$ cat config.mk
export PLATFORM = sky130hd
export DESIGN_NAME = divchain_top
export DESIGN_NICKNAME = d
export VERILOG_FILES = /design/src/rtl/divchain_pkg.sv /design/src/rtl/divchain_ctrl.sv /design/src/rtl/divchain_dp.sv /design/src/rtl/divchain_top.sv
export SDC_FILE = /design/constraint.sdc
export NUM_CORES = 1
export LEC_CHECK = 0
export ABC_AREA = 0
export BUFFER_PORTS_ARGS = -buffer_cell sky130_fd_sc_hd__buf_2
export CAP_MARGIN = 10
export CORE_MARGIN = 4
export CORE_UTILIZATION = 45
export DETAILED_ROUTE_END_ITERATION = 8
export PLACE_DENSITY_LB_ADDON = 0.05
export SYNTH_ARGS = -nofsm -noshare
export SYNTH_HDL_FRONTEND = slang
export SYNTH_SLANG_ARGS = --single-unit
$ cat constraint.sdc
create_clock -name clk -period 2.3 [get_ports clk]
set_clock_uncertainty 0.2 [all_clocks]
set_input_delay 0.46 -clock clk [delete_from_list [all_inputs] [get_ports clk]]
set_output_delay 0.46 -clock clk [all_outputs]
set_load 0.05 [all_outputs]
$ cat src/rtl/divchain_pkg.sv
package divchain_pkg;
  // strobes from the edge control to the stage datapath
  typedef struct packed {
    logic step;   // one-cycle advance request
    logic split;  // sections advance independently
  } chainCtrl_t;
endpackage

$ cat src/rtl/divchain_ctrl.sv
module divchain_ctrl
  import divchain_pkg::*;
(
  input  logic       clk,
  input  logic       rst,
  input  logic       pulseIn,
  input  logic       testSel,
  output chainCtrl_t ctrlOut
);
  logic sampleNow;
  logic samplePrev;
  logic splitQ;

  always_ff @(posedge clk or posedge rst) begin
    if (rst) begin
      sampleNow  <= 1'b0;
      samplePrev <= 1'b0;
      splitQ     <= 1'b0;
    end else begin
      sampleNow  <= pulseIn;
      samplePrev <= sampleNow;
      splitQ     <= testSel;
    end
  end

  logic riseSeen;
  logic fallSeen;
  assign riseSeen = sampleNow & ~samplePrev;
  assign fallSeen = ~sampleNow & samplePrev;

  always_comb begin
    ctrlOut.split = splitQ;
    ctrlOut.step  = splitQ ? riseSeen : fallSeen;
  end
endmodule

$ cat src/rtl/divchain_dp.sv
module divchain_dp
  import divchain_pkg::*;
#(
  parameter int STAGES   = 24,
  parameter int SECTIONS = 3
) (
  input  logic              clk,
  input  logic              rst,
  input  chainCtrl_t        ctrlIn,
  output logic [STAGES-1:0] count
);
  localparam int SEC_W = STAGES / SECTIONS;

  logic [SECTIONS-1:0][SEC_W-1:0] secVal;
  logic [SECTIONS:0]              carry;

  assign carry[0] = ctrlIn.step;

  for (genvar g = 0; g < SECTIONS; g++) begin : g_sec
    logic [SEC_W-1:0] secReg;
    logic             secEn;

    assign carry[g+1] = carry[g] & (&secReg);
    assign secEn      = ctrlIn.split ? ctrlIn.step : carry[g];

    always_ff @(posedge clk or posedge rst) begin
      if (rst)        secReg <= '0;
      else if (secEn) secReg <= secReg + 1'b1;
    end

    assign secVal[g] = secReg;
  end

  assign count = secVal;
endmodule

$ cat src/rtl/divchain_top.sv
module divchain_top
  import divchain_pkg::*;
#(
  parameter int STAGES   = 24,
  parameter int SECTIONS = 3,
  parameter int TAPS     = 7
) (
  input  logic              clk,
  input  logic              rst,
  input  logic              pulseIn,
  input  logic              testSel,
  output logic [TAPS-1:0]   taps,
  output logic [STAGES-1:0] stateObs
);
  chainCtrl_t chainCtl;

  divchain_ctrl u_ctrl (
    .clk     (clk),
    .rst     (rst),
    .pulseIn (pulseIn),
    .testSel (testSel),
    .ctrlOut (chainCtl)
  );

  divchain_dp #(
    .STAGES   (STAGES),
    .SECTIONS (SECTIONS)
  ) u_dp (
    .clk    (clk),
    .rst    (rst),
    .ctrlIn (chainCtl),
    .count  (stateObs)
  );

  assign taps = stateObs[STAGES-1 -: TAPS];
endmodule

==> reports/metrics.csv, run 1 <==
stage,metric,value,unit
clocking,clk_pin_slew,0.14,ns
setup_path,end_kind,register,
power_and_ir_drop,finalPower,1.89,mW
timing,fin_crit_sh,0.981,
cells_and_area,nNetsFinal,156,
timing,period_needed,2.26,ns
clocking,clk_latency,0.32,ns
logic_synthesis,synth_top_area_share,0.548,
setup_path,required,2.32,ns
setup_path,timing.rr.end,u_dp.g_sec[2].secReg[4],
setup_path,start_kind,register,
logic_synthesis,ys.flop_type,dfrtp_1,
logic_synthesis,synth_area_per_cell,11.9,um2
clocking,cts.path.max_buffers,2,
logic_synthesis,ys_async_sr_fraction,1.00,
grt,grt_start_max_net_pins,28,
logic_synthesis,synth_top_area_cell,dfrtp_1,
run,maxCapViolations,0,
timing,slew_viol_final,0,
route,routed_wl,2.12,mm
logic_synthesis,ys_seq_area_frac,0.548,
setup_path,r2r_slack,0.04,ns
logic_synthesis,ys_seq_elements,27,
die,die_h,60.4,um
logic_synthesis,synth_commonest_cells,"27 x dfrtp_1, 16 x nand2_1, 14 x xnor2_1",
die,row_count,18,
setup_path,slowest_stage,a2111o_1,
grt,overflow,0,
clocking,clockRootBuffer,clkbuf_4,
timing,max-slew-margin-rel,0.779,
logic_synthesis,syn_nets,111,
die,fp.dieW,60.4,um
timing,hold_violations,0,
logic_synthesis,synth_edf_count,0,
outcome,status,completed,
setup_path,crit_type,reg2reg,
grt,grt_pass1_vias,802,
timing,fin_ws,0.0430,ns
grt,antenna_found_initial,0,
min_path,min_path_type,in2reg,
cells_and_area,fillers,227,
place,portBuffers,34,
cells_and_area,drive_above_1_share,0.399,
power_and_ir_drop,peakVddDrop,1060,uV
route,via_per_inst,4.93,
logic_synthesis,syn_inst,104,
logic_synthesis,synth_area,1230,um2
min_path,whs_path_depth,1,
logic_synthesis,synthTopCellsByArea,"dfrtp_1 55%, xnor2_1 9.9%, xor2_1 5.0%, nand2_1 4.9%, buf_4 4.3%",
clocking,clock_sinks,27,
timing,tightest_slew,0.332,ns
power_and_ir_drop,p_per_area,1240,nW/um2
setup_path,crit_path_cell_trace,"or3b_1, a2111o_1, o31ai_4, buf_4, nand4_1, xnor2_1",
power_and_ir_drop,p_leak,0.770,nW
clocking,numCtsBuffers,3,
route,dr.pass1.iters,4,
logic_synthesis,yosysWarnings,0,
die,initial_utilization,0.485,
route,drc_errors,0,
timing,rsz0062_at_grt,true,
grt,grt_pass1_wl,3.48,mm
clocking,cts_tree,built,
logic_synthesis,synth_most_common_cell,dfrtp_1,
setup_path,worst-path-max-fanout,4,
setup_path,worst-endpoint-arrival,2.28,ns
place,hpwl,1.65,mm
clocking,ctsHtreeMaxLevel,1,
setup_path,r2r_cells,6,
min_path,holdPathEnd,u_ctrl.splitQ,
place,post-place-ws,-0.000541,ns
route,wl_per_cell,11.9,um
logic_synthesis,synth.distinct_cells,21,
cells_and_area,area_growth,23.4,%
route,via_count,877,
timing,clock.fmax,443,MHz
die,core,2540,um2
place,gp_congestion,0.720,
setup_path,critPathMaxStageDelay,0.47,ns
route,ant_nets,0,
setup_path,reg2reg_from,u_ctrl.sampleNow,
min_path,hp-start,testSel,
route,drt_iter0_drc,16,
cells_and_area,antenna_cells,0,
die,dieArea,3640,um2
die,io_pins,35,
timing,setup_viol_count_final,0,
grt,grt_usage,0.128,
clocking,post_cts_resize_count,0,
==> worst max-delay path, delay by kind of cell (launching register included) <==
kind / cells / cell delay (ns)
flops: 1 / 0.39
simple gates: 2 / 0.50
buf+inv: 1 / 0.17
compound gates: 2 / 0.76
xor+xnor: 1 / 0.14
==> registers in the layout, summed over array words and instances, names as in the netlist <==
name / cells
u_dp.g_sec.secReg: 24
u_ctrl.splitQ: 1
u_ctrl.samplePrev: 1
u_ctrl.sampleNow: 1
==> area by class of cell <==
type                            count  area [um2]  area share
Timing Repair Buffer               47         270       0.177
Sequential cell                    27         683       0.449
Inverter                            3        11.3     0.00740
Clock buffer                        4        26.3      0.0173
Multi-Input combinational cell     67         494       0.325
Tap cell                           30        37.5      0.0247
==> metrics by stage <==
| step | util | area, um2 | hold slack, ns | cells | TNS [ns] |
|---|---|---|---|---|---|
| after floorplan | - | 1240 | 0.168 | 104 | 0 |
| after global placement | 0.575 | 1460 | 0.254 | 170 | 0 |
| after detailed placement | 0.575 | 1460 | 0.267 | 170 | -0.000541 |
| after CTS | 0.589 | 1500 | 0.0227 | 175 | 0 |
| after global routing | 0.598 | 1520 | 0.0120 | 178 | -0.160 |
| final | 0.598 | 1520 | 0.0407 | 178 | 0 |
==> report_power, final <==
part           switching, mW  internal (mW)  total [mW]
Sequential             0.155          0.608       0.763
Combinational          0.700          0.228       0.928
Clock                  0.131         0.0678       0.199
Total                  0.986          0.904        1.89
==> cells in the final DEF, fill, tap and decap left out <==
master          n
clkbuf_1        1
mux2_1          1
mux2_2          1
o21a_4          1
nand3b_1        2
nand2_1        16
buf_4          12
inv_1           3
nand4_1         7
nor4b_4         1
nor2_1          4
xnor2_1        14
dfrtp_2         6
or3_1           1
ha_1            3
buf_2          34
nand3_1         2
o21ai_0         1
nor3_1          3
dlygate4sd3_1   1
o31ai_4         1
a2111o_1        1
xor2_1          7
dfrtp_1        21
or3b_1          1
clkbuf_4        3
==> layer usage <==
| metal | vias up | GRT usage | part of all wire |
|---|---|---|---|
| met4 | 0 | 0.0570 | 0.0057 |
| met5 | - | 0 | 0 |
| li1 | 432 | - | - |
| met2 | 25 | 0.216 | 0.49 |
| met1 | 418 | 0.158 | 0.44 |
| met3 | 2 | 0.0255 | 0.065 |
==> timing repair <==
action                                 in CTS  in global routing
pin swaps                                   1                  2
endpoints found under the hold margin      27                  0
hold buffers                                1                  0
setup buffers                               0                  3
setup endpoints to repair                   3                  5
==> cells by family after synthesis <==
| kind of cell | count (synthesis) | synth area share |
|---|---|---|
| adder cells (fa/ha/maj) | 3 | 0.0304 |
| buffers and inverters | 10 | 0.0517 |
| multiplexers | 2 | 0.0183 |
| flip-flops | 27 | 0.548 |
| AND/OR/NAND/NOR | 37 | 0.160 |
| XOR/XNOR | 21 | 0.149 |
| AO/OA/AOI/OAI | 4 | 0.0426 |
==> worst max-delay path by stage <==
stage / from / endpoint / slack (ns) / cells past startpoint
finish: u_ctrl.sampleNow / u_dp.g_sec[2].secReg[4] / 0.04 / 6
floorplan: u_dp.g_sec[0].secReg[0] / u_dp.g_sec[2].secReg[1] / 0.009 / 5
detailed placement: u_ctrl.sampleNow / u_dp.g_sec[2].secReg[4] / -0.0005 / 6
CTS: u_ctrl.sampleNow / u_dp.g_sec[2].secReg[4] / 0.02 / 6
global route: u_ctrl.sampleNow / u_dp.g_sec[2].secReg[7] / -0.06 / 6
global placement: u_ctrl.sampleNow / u_dp.g_sec[2].secReg[4] / 0.05 / 6
No activity file was read; power rests on OpenSTA's default activity.
==> inputs of run 2 (changes only) <==
ABC_CLOCK_PERIOD_IN_PS = 2300   (was default)
CELL_PAD_IN_SITES_DETAIL_PLACEMENT = 1   (was default)
CELL_PAD_IN_SITES_GLOBAL_PLACEMENT = 2   (was default)
CORE_UTILIZATION = 29   (was 45)
==> run 2 against run 1 <==
Via count increased by 0.68%. Design area increased by 3.3%. Wire length increased by 20%. Clock-buffer cell count decreased by 1. Global-route usage decreased by 2.0 points. First-iteration DRC count decreased by 81%. Power increased by 4.6%. Sequential share of layout area decreased by 1.4 points.
==> reports/metrics.csv, run 2 (same netlist as run 1, synthesis figures left out) <==
stage,metric,value,unit,change
cells_and_area,area_growth,27.5,%,was 23.4%
route,drt_iter0_drc,3,,was 16
clocking,clk_pin_slew,0.10,ns,was 0.14 ns
timing,max-slew-margin-rel,0.762,,was 0.779
cells_and_area,antenna_cells,0,,unchanged
setup_path,crit_type,reg2reg,,unchanged
min_path,min_path_type,in2async,,was in2reg
grt,met1_usage,0.142,,was 0.158
grt,grtUsageMet3,0.0207,,was 0.0255
place,gp_congestion,0.706,,was 0.720
timing,clock.fmax,444,MHz,was 443 MHz
power_and_ir_drop,p_per_area,1260,nW/um2,was 1240 nW/um2
timing,fin_crit_sh,0.980,,was 0.981
grt,grt_usage,0.108,,was 0.128
route,via_per_inst,4.53,,was 4.93
setup_path,r2r_cells,6,,unchanged
timing,rsz0062_at_grt,true,,unchanged
route,wl_per_cell,13.1,um,was 11.9 um
setup_path,worst-path-max-fanout,7,,was 4
cells_and_area,stdcell_area,1570,um2,was 1520 um2
place,portBuffers,34,,unchanged
setup_path,required,2.27,ns,was 2.32 ns
power_and_ir_drop,finalPower,1.98,mW,was 1.89 mW
setup_path,r2r_slack,0.05,ns,was 0.04 ns
grt,grt_pass1_vias,885,,was 802
grt,use_met2,0.171,,was 0.216
timing,setup_viol_count_final,0,,unchanged
route,ant_nets,0,,unchanged
die,fp.dieW,73.2,um,was 60.4 um
die,die_h,73.2,um,was 60.4 um
cells_and_area,nNetsFinal,153,,was 156
clocking,hold_buffers,0,,was 1
cells_and_area,final_cell_mix,"34 x buf_2, 21 x dfrtp_1, 16 x nand2_1",,unchanged
cells_and_area,mostFrequentLayoutCell,buf_2,,unchanged
setup_path,worst-endpoint-arrival,2.22,ns,was 2.28 ns
grt,overflow,0,,unchanged
grt,antenna_found_initial,0,,unchanged
clocking,cts.path.max_buffers,2,,unchanged
die,core,4060,um2,was 2540 um2
clocking,numCtsBuffers,3,,unchanged
route,via_count,883,,was 877
setup_path,start_kind,register,,unchanged
cells_and_area,drive_above_1_share,0.428,,was 0.399
die,initial_utilization,0.304,,was 0.485
clocking,cts_tree,built,,unchanged
place,dpl-instance-area,1470,um2,was 1460 um2
grt,grt_pass1_wl,4.51,mm,was 3.48 mm
power_and_ir_drop,peakVddDrop,389,uV,was 1060 uV
timing,hold_violations,0,,unchanged
die,row_count,23,,was 18
die,dieArea,5360,um2,was 3640 um2
setup_path,reg2reg_from,u_ctrl.sampleNow,,unchanged
die,io_pins,35,,unchanged
timing,period_needed,2.25,ns,was 2.26 ns
clocking,clock_sinks,27,,unchanged
cells_and_area,largest_reg_flops,24,,unchanged
clocking,clk_latency,0.28,ns,was 0.32 ns
setup_path,end_kind,register,,unchanged
route,routed_wl,2.55,mm,was 2.12 mm
cells_and_area,fillers,479,,was 227
outcome,status,completed,,unchanged
timing,tns,0,ns,unchanged
grt,top_usage_layer,met2,,unchanged
grt,grt_start_max_net_pins,28,,unchanged
route,drc_errors,0,,unchanged
cells_and_area,top_register,u_dp.g_sec.secReg,,unchanged
timing,tightest_slew,0.357,ns,was 0.332 ns
power_and_ir_drop,p_leak,0.766,nW,was 0.770 nW
clocking,ctsHtreeMaxLevel,1,,unchanged
run,maxCapViolations,0,,unchanged
place,hpwl,1.93,mm,was 1.65 mm
clocking,clockRootBuffer,clkbuf_8,,was clkbuf_4
timing,slew_viol_final,0,,unchanged
route,dr.pass1.iters,4,,unchanged
setup_path,timing.rr.end,u_dp.g_sec[2].secReg[7],,was u_dp.g_sec[2].secReg[4]
## run 2: changes by cell type in the layout (fill, tap and decap cells not counted), sizes merged
cell / before / now
buf: 46 / 44
dlygate4sd3: 1 / 0
clkbuf: 4 / 3
clkinvlp: 0 / 1
## run 2: worst max-delay path by stage
stage                                 start  cells after the start                       to  slack [ns]
detailed placement         u_ctrl.sampleNow                      6  u_dp.g_sec[2].secReg[7]       -0.04
CTS                        u_ctrl.sampleNow                      5  u_dp.g_sec[1].secReg[6]        0.02
finish                     u_ctrl.sampleNow                      6  u_dp.g_sec[2].secReg[7]        0.05
floorplan           u_dp.g_sec[0].secReg[0]                      5  u_dp.g_sec[2].secReg[1]       0.009
global placement           u_ctrl.sampleNow                      6  u_dp.g_sec[2].secReg[4]        0.02
global route               u_ctrl.sampleNow                      6  u_dp.g_sec[2].secReg[3]       -0.08
## run 2: per-stage QoR
| step | hold WS, ns | setup slack (ns) | util | std cells |
|---|---|---|---|---|
| 6_report | 0.0220 | 0.0458 | 0.388 | 195 |
| 5_1_grt | 0.0575 | -0.0784 | 0.388 | 195 |
| 4_1_cts | 0.0380 | 0.0220 | 0.380 | 194 |
| 3_5_place_dp | 0.194 | -0.0423 | 0.361 | 187 |
| 3_3_place_gp | 0.173 | 0.0189 | 0.361 | 187 |
| 2_1_floorplan | 0.168 | 0.00935 | - | 104 |
## run 2: final cells by class
type,instances,area (um2),area share
flip-flops and latches,27,683,0.434
multi-input cells,67,514,0.327
repair buffers,44,253,0.161
well taps,50,62.6,0.0398
clock buffers,3,41.3,0.0263
inverters,3,11.3,0.00716
clock inverters,1,7.51,0.00477
## run 2: power breakdown
part	internal, mW	leakage, nW	switching, mW
logic	0.227	0.404	0.708
registers	0.609	0.340	0.155
clock network	0.123	0.0217	0.154
## run 2: what timing repair did
action                     CTS  global route
hold endpoints to repair     0             0
resized for setup            1             6
pin swaps                    3             5
setup endpoints to repair    6            10
buffers inserted             3             1
## run 2: per-layer routing
layer / wire, um / part of all wire
met1: 1150 / 0.45
met2: 1220 / 0.48
met3: 130 / 0.051
met4: 46 / 0.018
met5: 0 / 0
## run 2: critical path, stage by stage, from the launching register on
cell and delay, ns:
dfrtp_1 0.39, or3b_4 0.40, a2111o_1 0.50, o31ai_4 0.23, buf_6 0.16, nand4_1 0.11, xnor2_1 0.15
==> inputs of run 3 (changes only) <==
SYNTH_HIERARCHICAL = 1   (was default)
==> run 3 against run 2 <==
Cell count shrank 4.6%. First-iteration DRC count grew to 12 times the previous value. Design area shrank 1.6%. Wire length grew 0.20%. Flip-flop and latch count is the same. Die area grew 1.5%. Critical path type unchanged. Critical endpoint is now u_dp/g_sec[2].secReg[1]. Largest cell class unchanged.
==> reports/metrics.csv, run 3 <==
stage,metric,value,unit,change
outcome,status,completed,,unchanged
die,die_h,73.8,um,was 73.2 um
route,dr.pass1.iters,2,,was 4
logic_synthesis,syn_nets,109,,was 111
die,fp.dieW,73.8,um,was 73.2 um
setup_path,start_kind,register,,unchanged
setup_path,end_kind,register,,unchanged
setup_path,required,2.26,ns,was 2.27 ns
die,io_pins,35,,unchanged
setup_path,critPathTopFamily,simple AND/OR/NAND/NOR gates,,was compound AO/OA/AOI/OAI gates
cells_and_area,final_cell_mix,"34 x buf_2, 21 x dfrtp_1, 13 x xnor2_1",,"was 34 x buf_2, 21 x dfrtp_1, 16 x nand2_1"
cells_and_area,finish.utilization,0.379,,was 0.388
logic_synthesis,ys_seq_area_frac,0.538,,was 0.548
cells_and_area,drive_above_1_share,0.419,,was 0.428
timing,rsz0062_at_grt,false,,was true
setup_path,slowest_stage,dfrtp_1,,was a2111o_1
die,core,4090,um2,was 4060 um2
setup_path,crit_buf_inv,1,,unchanged
place,hpwl,1.95,mm,was 1.93 mm
timing,fin_crit_sh,0.947,,was 0.980
clocking,clock_sinks,27,,unchanged
cells_and_area,area_growth,23.3,%,was 27.5%
cells_and_area,largest_reg_flops,24,,unchanged
power_and_ir_drop,finalPower,2.00,mW,was 1.98 mW
setup_path,crit_type,reg2reg,,unchanged
timing,hold_violations,0,,unchanged
timing,max-slew-margin-rel,0.763,,was 0.762
logic_synthesis,synth_edf_count,0,,unchanged
timing,clock.fmax,459,MHz,was 444 MHz
logic_synthesis,syn_inst,102,,was 104
grt,overflow,0,,unchanged
setup_path,worst-endpoint-arrival,2.14,ns,was 2.22 ns
clocking,ctsHtreeMaxLevel,1,,unchanged
route,drt_iter0_drc,35,,was 3
route,routed_wl,2.55,mm,about the same
logic_synthesis,synth_commonest_cells,"27 x dfrtp_1, 13 x xnor2_1, 9 x buf_4, 9 x nand2_1",,"was 27 x dfrtp_1, 16 x nand2_1, 14 x xnor2_1"
place,portBuffers,34,,unchanged
cells_and_area,antenna_cells,0,,unchanged
route,ant_nets,0,,unchanged
setup_path,r2r_cells,7,,was 6
logic_synthesis,ys.flop_type,dfrtp_1,,unchanged
timing,tightest_slew,0.352,ns,was 0.357 ns
grt,antenna_found_initial,0,,unchanged
clocking,numCtsBuffers,3,,unchanged
power_and_ir_drop,peakVddDrop,525,uV,was 389 uV
grt,grt_start_max_net_pins,25,,was 28
min_path,min_path_type,in2reg,,was in2async
timing,slew_viol_final,0,,unchanged
setup_path,crit_path_cell_trace,"nand2b_4, o22ai_4, nand4b_4, or3_4, o41ai_4, buf_6, mux2_4",,"was or3b_4, a2111o_1, o31ai_4, buf_6, nand4_1, xnor2_1"
logic_synthesis,synth_top_area_cell,dfrtp_1,,unchanged
logic_synthesis,yosysWarnings,6,,was 0
setup_path,critical_path_depth,7,,was 6
place,post-place-ws,0.0818,ns,was -0.0423 ns
cells_and_area,nNetsFinal,144,,was 153
route,via_count,871,,was 883
clocking,clk_latency,0.27,ns,was 0.28 ns
min_path,whs_path_depth,1,,
die,initial_utilization,0.307,,was 0.304
clocking,post-cts-setup-buffers,0,,was 3
power_and_ir_drop,p_per_area,1290,nW/um2,was 1260 nW/um2
logic_synthesis,synth_most_common_cell,dfrtp_1,,unchanged
cells_and_area,mostFrequentLayoutCell,buf_2,,unchanged
setup_path,worst-path-max-fanout,8,,was 7
clocking,clockRootBuffer,clkbuf_8,,unchanged
clocking,cts.path.max_buffers,2,,unchanged
timing,period_needed,2.18,ns,was 2.25 ns
place,gp_congestion,0.727,,was 0.706
logic_synthesis,synth.distinct_cells,21,,unchanged
logic_synthesis,ys_seq_elements,27,,unchanged
timing,fin_ws,0.122,ns,was 0.0458 ns
die,row_count,23,,unchanged
logic_synthesis,synth_top_area_share,0.538,,was 0.548
cells_and_area,top_register,u_dp/g_sec.secReg,,was u_dp.g_sec.secReg
timing,tns,0,ns,unchanged
run,maxCapViolations,0,,unchanged
logic_synthesis,synth_area,1250,um2,was 1230 um2
route,wl_per_cell,13.7,um,was 13.1 um
timing,setup_viol_count_final,0,,unchanged
power_and_ir_drop,p_leak,0.806,nW,was 0.766 nW
grt,grt_pass1_vias,921,,was 885
clocking,clk_pin_slew,0.09,ns,was 0.10 ns
cells_and_area,fillers,456,,was 479
logic_synthesis,synth_area_per_cell,12.3,um2,was 11.9 um2
die,dieArea,5440,um2,was 5360 um2
route,drc_errors,0,,unchanged
logic_synthesis,ys_async_sr_fraction,1.00,,unchanged
logic_synthesis,synthTopCellsByArea,"dfrtp_1 54%, xnor2_1 9.1%, xor2_1 5.6%, buf_4 5.4%, nand4_1 4.0%",,"was dfrtp_1 55%, xnor2_1 9.9%, xor2_1 5.0%, nand2_1 4.9%, buf_4 4.3%"
route,via_per_inst,4.68,,was 4.53
grt,grt_usage,0.102,,was 0.108
clocking,cts_tree,built,,unchanged
setup_path,critPathMaxStageDelay,0.40,ns,was 0.50 ns
grt,grt_pass1_wl,4.31,mm,was 4.51 mm
[run 3: cell count changes after synthesis, sizes merged, moves of 2 or more]
cell / previous run / this run
buf: 7 / 9
nand2: 16 / 9
nand3b: 2 / 0
nand3: 2 / 5
and3: 0 / 3
[run 3: final timing paths]
path | from | endpoint | slack, ns
max | u_ctrl/sampleNow | u_dp/g_sec[2].secReg[1] | 0.12
min | pulseIn | u_ctrl/sampleNow | 0.1
max in group asynchronous | rst | u_dp/g_sec[0].secReg[1] | 1.04
min reg2reg | u_ctrl/sampleNow | u_ctrl/samplePrev | 0.21
min in group asynchronous | rst | u_ctrl/sampleNow | 0.40
max reg2reg | u_ctrl/sampleNow | u_dp/g_sec[2].secReg[1] | 0.12
[run 3: logic make-up (layout without fill, tap and decap cells)]
kind of cell	count (synthesis)	in the layout	synth area share
simple gates	34	34	0.161
mux	3	3	0.0269
fa+ha+maj	3	3	0.0299
xor+xnor	21	21	0.147
flops	27	27	0.538
buf+inv	11	45	0.0598
compound gates	3	3	0.0379
[run 3: cell type report]
cell class	count	area (um2)	area share
clock buffer	4	45.0	0.0291
timing repair buffer	39	214	0.138
tap	50	62.6	0.0404
sequential	27	683	0.441
inverter	2	7.51	0.00485
multi-input combinational	64	536	0.346
[run 3: metal layers]
metal | wire, um | global-route usage
met2 | 1250 | 0.173
met5 | 0 | 0
met1 | 1140 | 0.125
met3 | 130 | 0.0219
met4 | 25 | 0.0423
[run 3: worst register-to-register path: cells and delay by family, from the launching register on]
kind	cells	cell delay [ns]
muxes	1	0.29
DFF	1	0.40
AOI/OAI and AO/OA	2	0.40
and+or+nand+nor	3	0.61
buffers and inverters	1	0.17
[run 3: what timing repair did]
item                                    in CTS  in global routing
endpoints found under the hold margin        3                  0
resized for setup                            0                  3
hold buffers                                 1                  0
endpoints found under the setup margin       0                  6
[run 3: through the flow]
step | instance area [um2] | hold WS [ns] | instances
after floorplan | 1290 | 0.0136 | 102
after global placement | 1480 | 0.141 | 181
after detailed placement | 1480 | 0.146 | 181
after CTS | 1540 | 0.0833 | 186
after global routing | 1550 | 0.0805 | 186
final | 1550 | 0.0959 | 186
[run 3: report_power, final]
part	total, mW	switching, mW	internal [mW]	leakage [nW]
logic	0.940	0.691	0.249	0.443
registers	0.789	0.182	0.607	0.340
clock network	0.268	0.144	0.124	0.0228
